[src/rtl/vfmt_pkg.sv]
`timescale 1ns/1ps
package vfmt_pkg;

    localparam int CH_W    = 8;
    localparam int NUM_CH  = 3;
    localparam int PIX_W   = CH_W * NUM_CH;
    localparam int RAW_W   = 10;
    localparam int BYTE_W  = 8;
    localparam int WORD_W  = 2 * BYTE_W;
    localparam int MODE_W  = 3;

    typedef enum logic [MODE_W-1:0] {
        FMT_YCC     = 3'd0,
        FMT_RGB16   = 3'd1,
        FMT_RGB15   = 3'd2,
        FMT_RGB12_L = 3'd3,
        FMT_RGB12_H = 3'd4,
        FMT_RAW     = 3'd5
    } fmt_mode_e;

    typedef struct packed {
        logic [MODE_W-1:0] mode;
        logic              swap_c;
        logic              swap_l;
    } fmt_cfg_t;

    typedef struct packed {
        logic [CH_W-1:0] c0;
        logic [CH_W-1:0] c1;
        logic [CH_W-1:0] c2;
    } pix_t;

    // Two output bytes of one pixel, first byte in the upper half.
    function automatic logic [WORD_W-1:0] pack_pixel(
        input fmt_cfg_t cfg,
        input logic     odd,
        input pix_t     px
    );
        logic [CH_W-1:0]  r, g, b, y, c;
        logic [RAW_W-1:0] raw;
        logic [WORD_W-1:0] w;
        r   = cfg.swap_c ? px.c2 : px.c0;
        g   = px.c1;
        b   = cfg.swap_c ? px.c0 : px.c2;
        y   = px.c0;
        c   = (odd ^ cfg.swap_c) ? px.c2 : px.c1;
        raw = {px.c1[1:0], px.c2};
        case (cfg.mode)
            FMT_RGB16:   w = {r[7:3], g[7:2], b[7:3]};
            FMT_RGB15:   w = {1'b0, r[7:3], g[7:3], b[7:3]};
            FMT_RGB12_L: w = {r[7:4], g[7:4], b[7:4], 4'h0};
            FMT_RGB12_H: w = {4'h0, r[7:4], g[7:4], b[7:4]};
            FMT_RAW:     w = {raw[RAW_W-1:2], 6'd0, raw[1:0]};
            default:     w = cfg.swap_l ? {y, c} : {c, y};
        endcase
        return w;
    endfunction

endpackage

[src/rtl/vfmt_cfg_track.sv]
`timescale 1ns/1ps
module vfmt_cfg_track
    import vfmt_pkg::*;
(
    input  logic     clk,
    input  logic     rst,
    input  logic     accept,
    input  fmt_cfg_t cfg_in,
    output fmt_cfg_t cfg_eff,
    output logic     odd
);
    fmt_cfg_t cfg_q;

    always_ff @(posedge clk) begin
        if (rst) begin
            odd   <= 1'b0;
            cfg_q <= '0;
        end else if (accept) begin
            odd <= ~odd;
            if (!odd) cfg_q <= cfg_in;
        end
    end

    // First pixel of a pair uses the live inputs, second uses the snapshot.
    assign cfg_eff = odd ? cfg_q : cfg_in;
endmodule

[src/rtl/vfmt_packer.sv]
`timescale 1ns/1ps
module vfmt_packer
    import vfmt_pkg::*;
(
    input  fmt_cfg_t          cfg,
    input  logic              odd,
    input  logic [PIX_W-1:0]  px_in,
    output logic [WORD_W-1:0] word
);
    pix_t px;
    assign px   = pix_t'(px_in);
    assign word = pack_pixel(cfg, odd, px);
endmodule

[src/rtl/vfmt_serializer.sv]
`timescale 1ns/1ps
module vfmt_serializer
    import vfmt_pkg::*;
(
    input  logic              clk,
    input  logic              rst,
    input  logic              load,
    input  logic [WORD_W-1:0] word,
    input  logic              out_ready,
    output logic              can_load,
    output logic              out_valid,
    output logic              second,
    output logic [BYTE_W-1:0] out_byte
);
    logic              busy;
    logic [WORD_W-1:0] word_q;

    assign can_load  = !busy || (second && out_ready);
    assign out_valid = busy;
    assign out_byte  = second ? word_q[BYTE_W-1:0] : word_q[WORD_W-1:BYTE_W];

    always_ff @(posedge clk) begin
        if (rst) begin
            busy   <= 1'b0;
            second <= 1'b0;
            word_q <= '0;
        end else if (load) begin
            busy   <= 1'b1;
            second <= 1'b0;
            word_q <= word;
        end else if (busy && out_ready) begin
            if (second) begin
                busy   <= 1'b0;
                second <= 1'b0;
            end else begin
                second <= 1'b1;
            end
        end
    end
endmodule

[src/rtl/vid_byte_fmt.sv]
`timescale 1ns/1ps
module vid_byte_fmt
    import vfmt_pkg::*;
(
    input  logic              clk,
    input  logic              rst,
    input  logic              in_valid,
    output logic              in_ready,
    input  logic [PIX_W-1:0]  px_data,
    input  logic [MODE_W-1:0] cfg_mode,
    input  logic              cfg_swap_chroma,
    input  logic              cfg_swap_luma,
    output logic              out_valid,
    input  logic              out_ready,
    output logic [BYTE_W-1:0] out_byte
);
    fmt_cfg_t          cfg_live;
    fmt_cfg_t          cfg_eff;
    logic              pair_odd;
    logic              accept;
    logic [WORD_W-1:0] packed_word;
    logic              ser_second;

    assign cfg_live = '{mode: cfg_mode, swap_c: cfg_swap_chroma, swap_l: cfg_swap_luma};
    assign accept   = in_valid && in_ready;

    vfmt_cfg_track u_cfg (
        .clk     (clk),
        .rst     (rst),
        .accept  (accept),
        .cfg_in  (cfg_live),
        .cfg_eff (cfg_eff),
        .odd     (pair_odd)
    );

    vfmt_packer u_pack (
        .cfg   (cfg_eff),
        .odd   (pair_odd),
        .px_in (px_data),
        .word  (packed_word)
    );

    vfmt_serializer u_ser (
        .clk       (clk),
        .rst       (rst),
        .load      (accept),
        .word      (packed_word),
        .out_ready (out_ready),
        .can_load  (in_ready),
        .out_valid (out_valid),
        .second    (ser_second),
        .out_byte  (out_byte)
    );
endmodule

[config.mk]
export PLATFORM = sky130hd
export DESIGN_NAME = vid_byte_fmt
export DESIGN_NICKNAME = d
export VERILOG_FILES = /design/src/rtl/vfmt_pkg.sv /design/src/rtl/vfmt_cfg_track.sv /design/src/rtl/vfmt_packer.sv /design/src/rtl/vfmt_serializer.sv /design/src/rtl/vid_byte_fmt.sv
export SDC_FILE = /design/constraint.sdc
export NUM_CORES = 1
export LEC_CHECK = 0
export ABC_AREA = 1
export CAP_MARGIN = 20
export CELL_PAD_IN_SITES_DETAIL_PLACEMENT = 1
export CELL_PAD_IN_SITES_GLOBAL_PLACEMENT = 1
export CORE_MARGIN = 4
export CORE_UTILIZATION = 30
export CTS_CLUSTER_SIZE = 8
export DETAILED_ROUTE_END_ITERATION = 8
export DONT_BUFFER_PORTS = 1
export HOLD_SLACK_MARGIN = 0.12
export PLACE_DENSITY_LB_ADDON = 0.1
export SLEW_MARGIN = 20
export SYNTH_ARGS = -nofsm -noshare
export SYNTH_HDL_FRONTEND = slang
export SYNTH_SLANG_ARGS = --single-unit
[constraint.sdc]
create_clock -name clk -period 1.8 [get_ports clk]
set_input_delay 0.27 -clock clk [delete_from_list [all_inputs] [get_ports clk]]
set_output_delay 0.27 -clock clk [all_outputs]
set_load 0.02 [all_outputs]
==> impl_metrics.env <==
export IMPL_power_density_nw_per_um2=761
export IMPL_clock_sinks=24
export IMPL_critPathCaptureType="flop"
export IMPL_synth_ff_type="dfxtp_1"
export IMPL_ant_nets=0
export IMPL_irDropWorstVdd_uv=428
export IMPL_p_sw_frac=0.427
export IMPL_yosysMostFrequentCell="nand2_1"
export IMPL_via_per_inst=4.94
export IMPL_holdCritStartpoint="out_ready"
export IMPL_yosys_top_cells_count="nand2_1, nor2_1, nand3_1"
export IMPL_cts_root_buf="clkbuf_8"
export IMPL_worst_pin_slew_ns=0.436
export IMPL_syn_num_nets=429
export IMPL_ys_top_cells_by_area="nand2_1, dfxtp_1, nand3_1, nor2_1, o21ai_0"
export IMPL_fill_cells=970
export IMPL_p_seq_frac=0.355
export IMPL_period_minus_slack_ns=1.67
export IMPL_worstHoldPathType="in -> reg"
export IMPL_cp_data_required_time_ns=2.02
export IMPL_final_seq_area_um2=482
export IMPL_worstSetupPathType="reg -> reg"
export IMPL_die_w_um=91.7
export IMPL_r2r_slack_ns=0.13
export IMPL_antenna_cells=0
export IMPL_tns_ns=0
export IMPL_worst_path_largest_cell_delay_ns=0.38
export IMPL_cp_arrival_ns=1.89
export IMPL_grt_max_degree=31
export IMPL_grt_pass1_wl_mm=12.9
export IMPL_crit_chain="buf_4 -> nand2_1 -> nand2_2 -> nor2_4 -> nand2_1 -> o21ai_0 -> nor2_1 -> nor2_1"
export IMPL_gp_congestion=0.915
export IMPL_power_leakage_uw=0.00119
export IMPL_antenna_found_initial=0
export IMPL_rows=30
export IMPL_async_reset_ff_frac=0
export IMPL_clock_power_share=0.228
export IMPL_crit_buf_inv=1
export IMPL_drc_errors=0
export IMPL_drt_iter0_markers=199
export IMPL_wl_mm=7.89
export IMPL_first_global_vias=2486
export IMPL_finClkSkew_ns=0.00423
export IMPL_yosysWarnings=0
export IMPL_drv_slew=0
export IMPL_post_cts_buffers=0
export IMPL_internal_power_uw=1010
export IMPL_path_clk_slew_ns=0.10
export IMPL_synthCells=396
export IMPL_nets=434
export IMPL_worst_path_max_delay_cell="dfxtp_2"
export IMPL_h_tree_depth=1
export IMPL_dp_slack_ns=0.0950
export IMPL_yosysTopAreaCellShare=0.318
export IMPL_die_area_um2=8410
export IMPL_rr_endpoint="u_ser.word_q[3]$_SDFFE_PP0P_"
export IMPL_synth_edf_count=0
export IMPL_syn_area_um2=2100
export IMPL_start_util=0.309
export IMPL_gr_usage_all_layers=0.192
export IMPL_dpl_cell_count=491
export IMPL_cp_start_kind="flop"
export IMPL_slew_headroom=0.709
export IMPL_grt_overflow_total=0
export IMPL_synth_seq_cells=24
export IMPL_hold_end="u_ser.second$_SDFFE_PP0P_"
export IMPL_cts_tree="built"
export IMPL_dr_pass1_iters=4
export IMPL_syn_to_final_growth_pct=10.0
export IMPL_finalCritPeriodShare=0.927
export IMPL_setup_slack_ns=0.132
export IMPL_final_cell_count_no_fill=496
export IMPL_outcome="finished, final reports clean"
export IMPL_syn_area_per_cell_um2=5.30
export IMPL_hpwl_mm=6.37
export IMPL_die_y_um=91.7
export IMPL_fmax_mhz=600
export IMPL_drt_wirelength_per_cell_um=15.9
export IMPL_holdWs_ns=0.163
export IMPL_cts_buffer_depth=2
export IMPL_p_switching_uw=751
export IMPL_r2r_cells=8
export IMPL_reg2reg_from="u_cfg.odd$_SDFFE_PP0P_"
export IMPL_crit_family="simple AND/OR/NAND/NOR gates"
export IMPL_final_hold_violation_count=0
export IMPL_multiInputGateArea_um2=1420
export IMPL_rsz0062_at_grt="false"
export IMPL_hold_depth=2
export IMPL_portBuffers=0
export IMPL_ios=43
export IMPL_cap_viol_max_count=0
export IMPL_yosysSeqAreaShare=0.229
export IMPL_combPwrFrac=0.418
export IMPL_core_area_um2=6790
export IMPL_yosysTopAreaCell="nand2_1"
export IMPL_numCtsBuffers=3
export IMPL_path_max_fanout=6
export IMPL_clock_latency_ns=0.27
export IMPL_setup_violations_final=0
export IMPL_synth_distinct_cells=23
export IMPL_drive_gt1_frac=0.0925
export IMPL_routed_via_count=2449
-- area by class of cell --
type | count | area share
Tap cell | 96 | 0.0520
Inverter | 34 | 0.0563
Clock buffer | 4 | 0.0238
Sequential cell | 24 | 0.208
Timing Repair Buffer | 12 | 0.0455
Multi-Input combinational cell | 326 | 0.614
-- layout by cell type (no fill, tap or decap), types with 2 or more instances in the layout --
| cell | instances |
|---|---|
| a21oi_1 | 19 |
| buf_4 | 10 |
| nand3_1 | 37 |
| dfxtp_1 | 23 |
| inv_1 | 30 |
| nor2_2 | 3 |
| o21ai_0 | 28 |
| nand2_1 | 178 |
| clkbuf_8 | 4 |
| nand2_2 | 11 |
| nor2_1 | 42 |
| inv_2 | 2 |
| a211oi_1 | 2 |
-- cells by family after synthesis --
kind of cell,Yosys count,synth area share
AND/OR/NAND/NOR,275,0.546
flip-flops,24,0.229
buffers and inverters,46,0.0959
AO/OA/AOI/OAI,51,0.129
-- state kept, by name, summed over array words and instances, names as in the netlist --
name             cells
u_ser.word_q        16
u_cfg.odd            1
u_cfg.cfg_q          5
u_ser.second         1
u_ser.out_valid      1
-- power by group through the flow --
stage | Clock, µW | Combinational (µW) | Sequential, µW
global route | 437 | 833 | 631
CTS | 421 | 736 | 623
finish | 401 | 735 | 624
floorplan | 0 | 554 | 620
detailed placement | 0 | 730 | 635
global placement | 0 | 725 | 635
-- per-layer routing --
metal  part of all wire  vias up  global-route usage
met1               0.49     1132               0.276
met3              0.057       14              0.0336
met4              0.019        0              0.0515
met2               0.43       57               0.293
li1                   -     1246                   -
met5                  0        -                   0
-- metrics by stage --
| step | area [µm²] | power [µW] | utilization |
|---|---|---|---|
| 6_report | 2310 | 1760 | 0.340 |
| 5_1_grt | 2310 | 1900 | 0.340 |
| 4_1_cts | 2310 | 1780 | 0.340 |
| 3_5_place_dp | 2240 | 1360 | 0.330 |
| 3_3_place_gp | 2240 | 1360 | 0.330 |
| 2_1_floorplan | 2100 | 1170 | - |
-- how the worst max path moves through the flow --
stage | startpoint | endpoint | slack [ns] | cells after the start
3_3_place_gp | u_cfg.odd$_SDFFE_PP0P_ | u_ser.word_q[3]$_SDFFE_PP0P_ | 0.14 | 9
4_1_cts | u_cfg.odd$_SDFFE_PP0P_ | u_ser.word_q[1]$_SDFFE_PP0P_ | 0.06 | 10
2_1_floorplan | u_ser.second$_SDFFE_PP0P_ | u_ser.word_q[12]$_SDFFE_PP0P_ | 0.36 | 8
3_5_place_dp | u_cfg.odd$_SDFFE_PP0P_ | u_ser.word_q[1]$_SDFFE_PP0P_ | 0.09 | 10
6_report | u_cfg.odd$_SDFFE_PP0P_ | u_ser.word_q[3]$_SDFFE_PP0P_ | 0.13 | 8
5_1_grt | u_cfg.odd$_SDFFE_PP0P_ | u_ser.word_q[3]$_SDFFE_PP0P_ | 0.0009 | 9
-- repair_timing --
action                                 4_1_cts  5_1_grt
setup endpoints to repair                    0       16
gates resized for setup                      0        1
hold buffers                                 1        0
endpoints found under the hold margin        2        0
No activity file was read; power rests on OpenSTA's default activity.
